[src/rtl/gpio_irq_pkg.sv]
`timescale 1ns/1ps
package gpio_irq_pkg;

    // Trigger field encodings; any other value disables the pin.
    typedef enum logic [3:0] {
        TRIG_RISE = 4'd0,
        TRIG_FALL = 4'd1,
        TRIG_HIGH = 4'd2,
        TRIG_LOW  = 4'd3,
        TRIG_BOTH = 4'd4
    } trig_e;

    localparam int SYNC_STAGES = 2;

endpackage

[src/rtl/gpio_irq_sync.sv]
`timescale 1ns/1ps
module gpio_irq_sync #(
    parameter int W = 32
) (
    input  logic         clk_i,
    input  logic         rst_ni,
    input  logic [W-1:0] pin_i,
    output logic [W-1:0] cur_o,
    output logic [W-1:0] prev_o
);

    // meta: first flop, sync: second flop, last: previous synchronised sample
    typedef struct packed {
        logic [W-1:0] meta;
        logic [W-1:0] sync;
        logic [W-1:0] last;
    } sync_st_t;

    sync_st_t st_d, st_q;

    always_comb begin
        st_d      = st_q;
        st_d.meta = pin_i;
        st_d.sync = st_q.meta;
        st_d.last = st_q.sync;
    end

    always_ff @(posedge clk_i or negedge rst_ni) begin
        if (!rst_ni) begin
            st_q <= '0;
        end else begin
            st_q <= st_d;
        end
    end

    assign cur_o  = st_q.sync;
    assign prev_o = st_q.last;

endmodule

[src/rtl/gpio_irq_detect.sv]
`timescale 1ns/1ps
module gpio_irq_detect
    import gpio_irq_pkg::*;
#(
    parameter int NUM_PINS = 32,
    parameter int FIELD_W  = 4
) (
    input  logic [NUM_PINS*FIELD_W-1:0] cfg_i,
    input  logic [NUM_PINS-1:0]         cur_i,
    input  logic [NUM_PINS-1:0]         prev_i,
    output logic [NUM_PINS-1:0]         evt_o
);

    for (genvar p = 0; p < NUM_PINS; p++) begin : g_pin
        logic [FIELD_W-1:0] field;
        logic               rise;
        logic               fall;

        assign field = cfg_i[p*FIELD_W +: FIELD_W];
        assign rise  = cur_i[p] & ~prev_i[p];
        assign fall  = ~cur_i[p] & prev_i[p];

        always_comb begin
            case (field)
                TRIG_RISE: evt_o[p] = rise;
                TRIG_FALL: evt_o[p] = fall;
                TRIG_HIGH: evt_o[p] = cur_i[p];
                TRIG_LOW:  evt_o[p] = ~cur_i[p];
                TRIG_BOTH: evt_o[p] = rise | fall;
                default:   evt_o[p] = 1'b0;
            endcase
        end
    end

endmodule

[src/rtl/gpio_irq_regs.sv]
`timescale 1ns/1ps
module gpio_irq_regs #(
    parameter int NUM_PINS = 32,
    parameter int FIELD_W  = 4,
    parameter int DATA_W   = 32,
    parameter int ADDR_W   = 5
) (
    input  logic                        clk_i,
    input  logic                        rst_ni,
    input  logic                        wr_en_i,
    input  logic                        rd_en_i,
    input  logic [ADDR_W-1:0]           addr_i,
    input  logic [DATA_W-1:0]           wdata_i,
    input  logic [NUM_PINS-1:0]         evt_i,
    output logic [NUM_PINS*FIELD_W-1:0] cfg_o,
    output logic [NUM_PINS-1:0]         en_o,
    output logic [NUM_PINS-1:0]         stat_o,
    output logic [DATA_W-1:0]           rdata_o
);

    localparam int WIDX_W    = ADDR_W - 2;
    localparam int CFG_WORDS = (NUM_PINS * FIELD_W) / DATA_W;
    localparam int EN_IDX    = CFG_WORDS;
    localparam int STAT_IDX  = CFG_WORDS + 1;
    localparam int DEB_IDX   = CFG_WORDS + 2;

    typedef struct packed {
        logic [NUM_PINS*FIELD_W-1:0] cfg;
        logic [NUM_PINS-1:0]         en;
        logic [NUM_PINS-1:0]         stat;
        logic [DATA_W-1:0]           deb;
        logic [DATA_W-1:0]           rdata;
    } reg_st_t;

    reg_st_t             st_d, st_q;
    logic [WIDX_W-1:0]   widx;
    logic [NUM_PINS-1:0] clr;

    assign widx = addr_i[ADDR_W-1:2];

    always_comb begin
        st_d = st_q;
        clr  = '0;

        if (wr_en_i) begin
            if (int'(widx) < CFG_WORDS) begin
                st_d.cfg[int'(widx)*DATA_W +: DATA_W] = wdata_i;
            end else if (int'(widx) == EN_IDX) begin
                st_d.en = wdata_i[NUM_PINS-1:0];
            end else if (int'(widx) == STAT_IDX) begin
                clr = wdata_i[NUM_PINS-1:0];
            end else if (int'(widx) == DEB_IDX) begin
                st_d.deb = wdata_i;
            end
        end

        // A clear in the same cycle overrides a new event.
        st_d.stat = (st_q.stat | evt_i) & ~clr;

        if (rd_en_i) begin
            st_d.rdata = '0;
            if (int'(widx) < CFG_WORDS) begin
                st_d.rdata = st_q.cfg[int'(widx)*DATA_W +: DATA_W];
            end else if (int'(widx) == EN_IDX) begin
                st_d.rdata[NUM_PINS-1:0] = st_q.en;
            end else if (int'(widx) == STAT_IDX) begin
                st_d.rdata[NUM_PINS-1:0] = st_q.stat;
            end else if (int'(widx) == DEB_IDX) begin
                st_d.rdata = st_q.deb;
            end
        end
    end

    always_ff @(posedge clk_i or negedge rst_ni) begin
        if (!rst_ni) begin
            st_q <= '0;
        end else begin
            st_q <= st_d;
        end
    end

    assign cfg_o   = st_q.cfg;
    assign en_o    = st_q.en;
    assign stat_o  = st_q.stat;
    assign rdata_o = st_q.rdata;

endmodule

[src/rtl/gpio_irq_ctrl.sv]
`timescale 1ns/1ps
module gpio_irq_ctrl #(
    parameter int NUM_PINS = 32,
    parameter int FIELD_W  = 4,
    parameter int DATA_W   = 32,
    parameter int ADDR_W   = 5
) (
    input  logic                clk_i,
    input  logic                rst_ni,
    input  logic [NUM_PINS-1:0] pin_i,
    input  logic                wr_en_i,
    input  logic                rd_en_i,
    input  logic [ADDR_W-1:0]   addr_i,
    input  logic [DATA_W-1:0]   wdata_i,
    output logic [DATA_W-1:0]   rdata_o,
    output logic                irq_o
);

    logic [NUM_PINS-1:0]         cur_w;
    logic [NUM_PINS-1:0]         prev_w;
    logic [NUM_PINS-1:0]         evt_w;
    logic [NUM_PINS*FIELD_W-1:0] cfg_w;
    logic [NUM_PINS-1:0]         en_w;
    logic [NUM_PINS-1:0]         stat_w;

    gpio_irq_sync #(
        .W (NUM_PINS)
    ) i_sync (
        .clk_i  (clk_i),
        .rst_ni (rst_ni),
        .pin_i  (pin_i),
        .cur_o  (cur_w),
        .prev_o (prev_w)
    );

    gpio_irq_detect #(
        .NUM_PINS (NUM_PINS),
        .FIELD_W  (FIELD_W)
    ) i_detect (
        .cfg_i  (cfg_w),
        .cur_i  (cur_w),
        .prev_i (prev_w),
        .evt_o  (evt_w)
    );

    gpio_irq_regs #(
        .NUM_PINS (NUM_PINS),
        .FIELD_W  (FIELD_W),
        .DATA_W   (DATA_W),
        .ADDR_W   (ADDR_W)
    ) i_regs (
        .clk_i   (clk_i),
        .rst_ni  (rst_ni),
        .wr_en_i (wr_en_i),
        .rd_en_i (rd_en_i),
        .addr_i  (addr_i),
        .wdata_i (wdata_i),
        .evt_i   (evt_w),
        .cfg_o   (cfg_w),
        .en_o    (en_w),
        .stat_o  (stat_w),
        .rdata_o (rdata_o)
    );

    assign irq_o = |(stat_w & en_w);

endmodule

[config.mk]
export PLATFORM = sky130hd
export DESIGN_NAME = gpio_irq_ctrl
export DESIGN_NICKNAME = d
export VERILOG_FILES = /design/src/rtl/gpio_irq_pkg.sv /design/src/rtl/gpio_irq_sync.sv /design/src/rtl/gpio_irq_detect.sv /design/src/rtl/gpio_irq_regs.sv /design/src/rtl/gpio_irq_ctrl.sv
export SDC_FILE = /design/constraint.sdc
export NUM_CORES = 1
export LEC_CHECK = 0
export BUFFER_PORTS_ARGS = -buffer_cell sky130_fd_sc_hd__clkbuf_2
export CORE_ASPECT_RATIO = 1.1
export CORE_MARGIN = 2
export CORE_UTILIZATION = 55
export CTS_CLUSTER_DIAMETER = 30
export DETAILED_ROUTE_END_ITERATION = 8
export GPL_TIMING_DRIVEN = 0
export PLACE_DENSITY_LB_ADDON = 0.12
export SYNTH_ARGS = -nofsm -noshare
export SYNTH_HDL_FRONTEND = slang
export SYNTH_SLANG_ARGS = --single-unit
[constraint.sdc]
create_clock -name clk_i -period 4.15 [get_ports clk_i]
set_clock_uncertainty 0.15 [all_clocks]
set_input_delay 0.6225 -clock clk_i [delete_from_list [all_inputs] [get_ports clk_i]]
set_output_delay 0.6225 -clock clk_i [all_outputs]
set_load 0.02 [all_outputs]
==> metrics.md, run 1 <==
| Metric | Value |
|---|---|
| Status | `finished clean` |
| GRT overflow | `0` |
| Adder-cell area share of the yosys netlist | `0.0527` |
| Post-synth EDFFs | `0` |
| XOR/XNOR Fraction of Synth Area | `0.0135` |
| Post-CTS resize count | `0` |
| GRT busiest layer | `met2` |
| Drt first-iter violations | `roughly 1400` |
| Worst EP arrival | `3.72 ns` |
| Final hold violations | `0` |
| TritonRoute pass-1 iters | `9` |
| Relative slew slack | `0.221` |
| Critical Path RT | `4.35 ns` |
| Syn_area_per_cell | `between 10 and 15 um2` |
| HPWL Detailed | `about 34 mm` |
| Leak | `around 0.01 uW` |
| Pre-CTS setup slack | `0.215 ns` |
| GR Util met2 | `0.507` |
| Post-synthesis mux area share | `0.126` |
| CTS Sinks | `352` |
| Slew @ Worst Pin | `around 1.2 ns` |
| # nets final | `1765` |
| Vias in the first global route | `about 13000` |
| Sequential share of the synthesized area | `0.523` |
| Top_reg_cell synth | `dfrtp_1` |
| Layout cells sized above 1 | `0.256` |
| Initial core utilization | `0.555` |
| RSZ-0062 raised after global routing | `no` |
| Sw Share | `0.249` |
| Hold_buf cts | `15` |
| Cells after Synth | `between 1000 and 1500` |
| Area grow syn2layout | `24.4%` |
| Max clock buf depth | `3` |
| Initial antenna violation count | `0` |
| Max cap viols | `0` |
| Routed wire length | `a little under 50 mm` |
| Reg clk slew, reported paths | `around 0.050 ns` |
| I/O pin count | `about 110` |
| Num rows | `67` |
| Internal power | `between 9000 and 10000 uW` |
| H-tree depth | `3` |
| Post-Syn Nets | `~1600` |
| PwrDens | `approximately 580 nW/um2` |
| Compound-gate portion of the synthesized area | `0.122` |
| Final Critical Period | `between 3 and 4 ns` |
| CTS Buf Count | `76` |
| Gp weighted congestion | `approximately 0.89` |
| Seq pwr share | `0.354` |
| IO buf count | `102` |
| Die Height | `188 um` |
| First-pass GRT wire length | `between 70 and 80 mm` |
| Largest fanout on the critical path | `10` |
| Post-route DRC | `0` |
| Grt met3 use | `0.0758` |
| Yosys reg bits | `352` |
| FFs w/ async S/R, synth | `1.00` |
| Placed Instances | `a little under 2000` |
| Post-route setup slack | `approximately 0.64 ns` |
| Library cells used by synthesis | `42` |
| Hold Slack | `about 0.014 ns` |
| Met1 usage | `0.413` |
| Clock network power share | `0.546` |
| Core Area | `a little over 30000 um2` |
| Crit path kind | `in2reg` |
| Psw | `roughly 3000 uW` |
| Maximum vdd drop | `about 0.00042 V` |
| Tcrit/Tclk final | `0.847` |
| Clock Latency Late Sink | `about 0.57 ns` |
| GRT Overall Usage | `0.318` |
| Antenna viol nets, final | `0` |
| Post-CTS Setup Repair Bufs | `0` |
| Tot Pwr | `approximately 12000 uW` |
| Crit end category | `flip-flop` |
| Combinational Power Share | `0.100` |
| Root buffer cell | `clkbuf_16` |
| Netlist Area Pre-Place | `about 17000 um2` |
| Synth warn | `0` |
| Pin count of the biggest net entering global routing | `slightly below 90` |
| Hold/Removal Path Class | `in2reg` |
| Die footprint | `about 32000 um2` |
| Fmax | `0.285 GHz` |
| Synth Area in Simple Gates | `0.0982` |
| Startpoint type of the worst setup path | `input port` |
| Routed len/inst | `~24 um` |
| Die X | `171 um` |
| Final non-filler cell total | `between 2000 and 2500` |
| Max Slew Vio Count | `0` |
| Final Setup Violations | `0` |
| CTS tree | `done` |
| Vias post-DR | `about 13000` |
| Via/cell ratio | `6.06` |
| Largest family of logic cells by synthesized area | `multiplexers` |
## power by group through the flow
| stage | sequential, uW | clock (uW) | combinational (uW) |
|---|---|---|---|
| after floorplan | 4130 | 0 | 833 |
| after global placement | 4330 | 0 | 1140 |
| after detailed placement | 4340 | 0 | 1190 |
| after CTS | 4300 | 6700 | 1220 |
| after global routing | 4350 | 6900 | 1340 |
| final | 4320 | 6660 | 1220 |
## registers in the layout, summed over array words and instances (netlist names)
name / flops
i_regs.cfg_o: 128
i_sync.st_d: 32
i_regs.stat_o: 32
i_regs.st_q: 32
i_sync.cur_o: 32
i_sync.prev_o: 32
i_regs.en_o: 32
i_regs.rdata_o: 32
## cells by family (layout without fill, tap and decap cells)
| family | after synthesis | in the layout |
|---|---|---|
| flops | 352 | 352 |
| simple gates | 303 | 303 |
| compound gates | 278 | 278 |
| buf+inv | 232 | 492 |
| mux | 160 | 160 |
| fa+ha+maj | 71 | 71 |
| xor+xnor | 26 | 26 |
| other cells | 0 | 1 |
## per-layer routing
layer  vias to the layer above  routed length (um)  part of all wire
li1                       5528                   -                 -
met2                       600               23900              0.49
met4                         0                1970             0.040
met3                       132                4100             0.083
met1                      6458               19300              0.39
met5                         -                   0                 0
## path summary, 6_finish.rpt
path | from | to | slack (ns) | cells after the start
min in group asynchronous | rst_ni | i_sync.prev_o[2] | 0.44 | 2
max reg2reg | i_sync.cur_o[15] | i_regs.stat_o[15] | 2.31 | 5
min | pin_i[7] | i_sync.st_d[39] | 0.01 | 1
min reg2reg | i_sync.st_d[44] | i_sync.cur_o[12] | 0.19 | 0
max | addr_i[3] | i_regs.stat_o[12] | 0.64 | 10
max in group asynchronous | rst_ni | i_regs.cfg_o[124] | 2.24 | 4
## critical path, cell delays in order
cell and delay, ns:
clkbuf_2 0.15, buf_2 0.27, buf_2 0.36, inv_1 0.12
ha_1 0.23, ha_1 0.21, and4b_1 0.23, buf_2 0.40
clkbuf_1 0.91, a222oi_1 0.19
## per-stage QoR
step                area [um2]  setup TNS, ns  utilization
floorplan                16800              0            -
global placement         17900       -1898.76        0.589
detailed placement       18000              0        0.593
CTS                      21000              0        0.691
global route             21000              0        0.691
finish                   21000              0        0.691
## cells in the final DEF, fill, tap and decap left out, drive strengths merged, types with 3 or more instances in the layout
cell type / count
o31ai: 32
a32oi: 6
dlygate4sd3: 15
a21oi: 32
dfrtp: 352
nor4b: 27
inv: 132
nor2: 14
a221oi: 32
mux4: 32
nand4: 6
nor2b: 73
mux2: 95
clkinv: 20
nand2: 129
ha: 71
o32ai: 6
a311oi: 26
a222oi: 26
o21ba: 6
o21ai: 64
nor4: 6
clkinvlp: 3
clkbuf: 233
nand4b: 4
mux2i: 33
a22oi: 16
a22o: 32
nand2b: 12
or3: 26
bufinv: 20
buf: 69
xor2: 26
## cell usage after synthesis, types with 3 or more instances
library cell | n | share of area
inv_1 | 126 | 0.028
o32ai_1 | 6 | 0.0031
or3_1 | 26 | 0.0097
buf_4 | 35 | 0.016
a221oi_1 | 32 | 0.017
nor4_1 | 6 | 0.0022
o21ba_2 | 6 | 0.0036
buf_2 | 21 | 0.0062
mux2_1 | 7 | 0.0047
mux2_2 | 88 | 0.059
clkbuf_1 | 40 | 0.0089
nor2_1 | 14 | 0.0031
nand2_1 | 129 | 0.029
nor2b_1 | 73 | 0.027
a222oi_1 | 26 | 0.015
xor2_1 | 26 | 0.014
dfrtp_1 | 352 | 0.52
nor4b_1 | 26 | 0.014
a21oi_1 | 32 | 0.0095
buf_6 | 8 | 0.0053
a32oi_1 | 6 | 0.0031
nand4_1 | 6 | 0.0022
a311oi_1 | 26 | 0.014
ha_1 | 71 | 0.053
o21ai_0 | 64 | 0.019
o31ai_1 | 32 | 0.014
mux4_2 | 32 | 0.043
a22oi_1 | 16 | 0.0071
nand2b_1 | 12 | 0.0045
a22o_1 | 32 | 0.017
mux2i_1 | 33 | 0.020
nand4b_1 | 3 | 0.0016
## layout make-up
| cell class | count | area (um2) |
|---|---|---|
| multi-input cells | 838 | 6950 |
| clock inverters | 49 | 791 |
| inverters | 126 | 473 |
| clock buffers | 90 | 2030 |
| repair buffers | 121 | 779 |
| fillers | 2216 | 9390 |
| plain buffers | 106 | 617 |
| flip-flops and latches | 352 | 8810 |
| well taps | 414 | 518 |
| diodes | 1 | 2.50 |
Note: power is estimated with default switching activity, not from simulation.
==> inputs of run 2 (changes only) <==
--- a/config.mk
+++ b/config.mk
@@ -5,6 +5,7 @@
 export SDC_FILE = /design/constraint.sdc
 export NUM_CORES = 1
 export LEC_CHECK = 0
+export ABC_AREA = 1
 export BUFFER_PORTS_ARGS = -buffer_cell sky130_fd_sc_hd__clkbuf_2
 export CORE_ASPECT_RATIO = 1.1
 export CORE_MARGIN = 2
==> constraint.sdc (replaced) <==
create_clock -name clk_i -period 3.1 [get_ports clk_i]
set_clock_uncertainty 0.15 [all_clocks]
set_input_delay 0.465 -clock clk_i [delete_from_list [all_inputs] [get_ports clk_i]]
set_output_delay 0.465 -clock clk_i [all_outputs]
set_load 0.02 [all_outputs]
==> metrics.md, run 2 <==
| Metric | Value |
|---|---|
| Initial core utilization | `0.554 (-0.000969)` |
| Top_reg_cell synth | `dfrtp_1` |
| Crit-path most repeated cell | `nand2_1` |
| R2r setup slk | `1.21 ns (-1.10 ns)` |
| Count leader, synth | `nand2_1` |
| Post-CTS Setup Repair Bufs | `0 (unchanged)` |
| Post-route DRC | `0 (unchanged)` |
| Crit path kind | `in2reg` |
| Area grow syn2layout | `23.0%` |
| Yosys top cell area share | `0.481 (-0.0415)` |
| Most frequent cells in the layout | `nand2_1, inv_1, dfrtp_1` |
| Worst setup path endpoint | `i_regs.stat_o[6]` |
| Leak | `0.0116 uW (+18%)` |
| CTS Buf Count | `80 (+5.3%)` |
| Synth warn | `0 (unchanged)` |
| CTS tree | `done` |
| Post-route setup slack | `0.170 ns (-0.467 ns)` |
| Crit-path max cell delay | `0.40 ns (-0.51 ns)` |
| Via/cell ratio | `5.69 (-6.2%)` |
| Hold/Removal Path Class | `in2reg` |
| Syn_area_per_cell | `7.80 um2 (-34%)` |
| Fmax | `about 0.34 GHz` |
| Die Height | `195 um (+4.1%)` |
| Synth area leaders | `dfrtp_1, nand2_1, inv_1, nand3_1, o21ai_0` |
| Crit end category | `flip-flop` |
| Post-Syn Nets | `2489 (+59%)` |
| Library cells used by synthesis | `27 (-36%)` |
| IO buf count | `102 (unchanged)` |
| HPWL Detailed | `41.9 mm (+24%)` |
| Worst EP arrival | `3.24 ns (-0.48 ns)` |
| Sequential share of the synthesized area | `0.481 (-0.0415)` |
| Initial antenna violation count | `0 (unchanged)` |
| Clock Latency Late Sink | `0.59 ns (+0.02 ns)` |
| TritonRoute pass-1 iters | `9 (unchanged)` |
| Max Slew Vio Count | `0 (unchanged)` |
| Crit-path cells | `clkbuf_2, buf_4, inv_2, buf_2, ha_1, ha_1, nor2_1, nand2_1, inv_2, buf_2, nand2_1, nand2_1, inv_1` |
| Maximum vdd drop | `0.000886 V (+110%)` |
| I/O pin count | `106 (unchanged)` |
| Vias in the first global route | `17205 (+32%)` |
| Status | `finished clean` |
| H-tree depth | `3 (unchanged)` |
| Final non-filler cell total | `3057 (+46%)` |
| Drt first-iter violations | `1751 (+21%)` |
| Antenna viol nets, final | `0 (unchanged)` |
| First-pass GRT wire length | `92.5 mm (+22%)` |
| RR Startpoint | `i_sync.cur_o[25]` |
| Root buffer cell | `clkbuf_16` |
| Relative slew slack | `0.434 (+0.213)` |
| Die X | `178 um (+4.1%)` |
| Pin count of the biggest net entering global routing | `115 (+31%)` |
| RSZ-0062 raised after global routing | `no` |
| Final Setup Violations | `0 (unchanged)` |
| Final hold violations | `0 (unchanged)` |
| Routed len/inst | `19.3 um (-18%)` |
| Max FFs per register | `128 (unchanged)` |
| Routed wire length | `58.9 mm (+19%)` |
| Reg clk slew, reported paths | `0.05 ns (about the same)` |
| Cells after Synth | `2345 (+65%)` |
| Max clock buf depth | `3 (unchanged)` |
| Final Critical Period | `between 2 and 3 ns` |
| CP max stage cell | `buf_2` |
| Diode count | `0 (-1)` |
| Hold Slack | `0.0757 ns (+0.0617 ns)` |
| GRT overflow | `0 (unchanged)` |
| Leading cell types by count after synthesis | `nand2_1, inv_1, dfrtp_1` |
| Layout cells sized above 1 | `0.135 (-0.120)` |
| Num rows | `70 (+4.5%)` |
| Die footprint | `34700 um2 (+8.4%)` |
| Worst Reg-to-Reg Cells | `8 (+3)` |
| FFs w/ async S/R, synth | `1.00 (unchanged)` |
| CTS Sinks | `352 (unchanged)` |
| GRT Overall Usage | `0.348 (+0.0304)` |
| Critical Path RT | `3.41 ns (-0.94 ns)` |
| Tcrit/Tclk final | `0.945` |
| Pre-CTS setup slack | `-0.528 ns (-0.743 ns)` |
| Tot Pwr | `17100 uW (+40%)` |
| Slew @ Worst Pin | `0.849 ns (-0.319 ns)` |
| Final Util | `0.681 (-0.00941)` |
| Netlist Area Pre-Place | `18300 um2 (+8.6%)` |
| # nets final | `2708 (+53%)` |
| Yosys reg bits | `352 (unchanged)` |
| Most common cell after layout, fill and taps aside | `nand2_1` |
| PwrDens | `761 nW/um2 (+31%)` |
| R2r endpoint | `i_regs.stat_o[25]` |
| Largest fanout on the critical path | `11 (+1)` |
| Placed Instances | `2882 (+48%)` |
| Max cap viols | `0 (unchanged)` |
| Vias post-DR | `17383 (+37%)` |
| Core Area | `33000 um2 (+8.8%)` |
| Startpoint type of the worst setup path | `input port` |
| Synth area leader | `dfrtp_1` |
| Critical Path Start | `addr_i[2]` |
| Post-synth EDFFs | `0 (unchanged)` |
| Gp weighted congestion | `0.963 (+7.7%)` |
[run 2: cell count changes after synthesis, sizes merged, moves of 33 or more]
cell,delta
inv,+243
mux2,-95
nor2b,-73
mux2i,-33
o21ai,+181
nand4,+49
nor2,+199
a21oi,+114
nand3,+273
nand2,+352
[run 2: cell type report]
class	instances	area, um2
fill	2709	10500
sequential	352	8810
multi-input combinational	1488	7370
clock buffer	105	2260
inverter	370	1390
timing repair buffer	138	932
buffer	134	724
tap	432	541
clock inverter	38	468
[run 2: cells by family after synthesis]
| logic type | Yosys count | synth area share |
|---|---|---|
| buffers and inverters | 505 | 0.116 |
| adder cells (fa/ha/maj) | 71 | 0.0486 |
| AO/OA/AOI/OAI | 392 | 0.114 |
| AND/OR/NAND/NOR | 1025 | 0.240 |
| flip-flops | 352 | 0.481 |
[run 2: stage by stage]
stage	instance area (um2)	setup TNS [ns]
after detailed placement	19400	-40.03
final	22500	0
after global routing	22500	0
after CTS	22500	0
after global placement	19300	-2238.16
after floorplan	18300	0
[run 2: power by group]
part           total (uW)  switching, uW  internal (uW)
sequential           5910            598           5310
clock                8460           2750           5710
combinational        2740           1820            920
total               17100           5170          11900
[run 2: worst max-delay path, delay by kind of cell]
kind,cells,cell delay [ns]
buffers and inverters,7,1.49
AND/OR/NAND/NOR,4,0.78
adder cells (fa/ha/maj),2,0.49
[run 2: worst min-delay path by stage]
stage                    start  cells after the start                to
2_1_floorplan           rst_ni                      0   i_regs.cfg_o[0]
3_3_place_gp   i_sync.st_d[33]                      0   i_sync.cur_o[1]
4_1_cts             wdata_i[8]                      3  i_regs.cfg_o[72]
5_1_grt            wdata_i[19]                      3  i_regs.cfg_o[51]
3_5_place_dp   i_sync.st_d[47]                      0  i_sync.cur_o[15]
6_report            wdata_i[8]                      3  i_regs.cfg_o[72]
[run 2: routing by layer]
metal,GRT usage,part of all wire
met5,0,0
met4,0.219,0.071
met3,0.0676,0.090
met2,0.551,0.46
met1,0.437,0.38
[run 2: timing repair]
| action | CTS | global route |
|---|---|---|
| hold endpoints to repair | 98 | 0 |
| gates resized for setup | 0 | 1 |
| setup endpoints to repair | 0 | 64 |
| hold buffers | 33 | 0 |
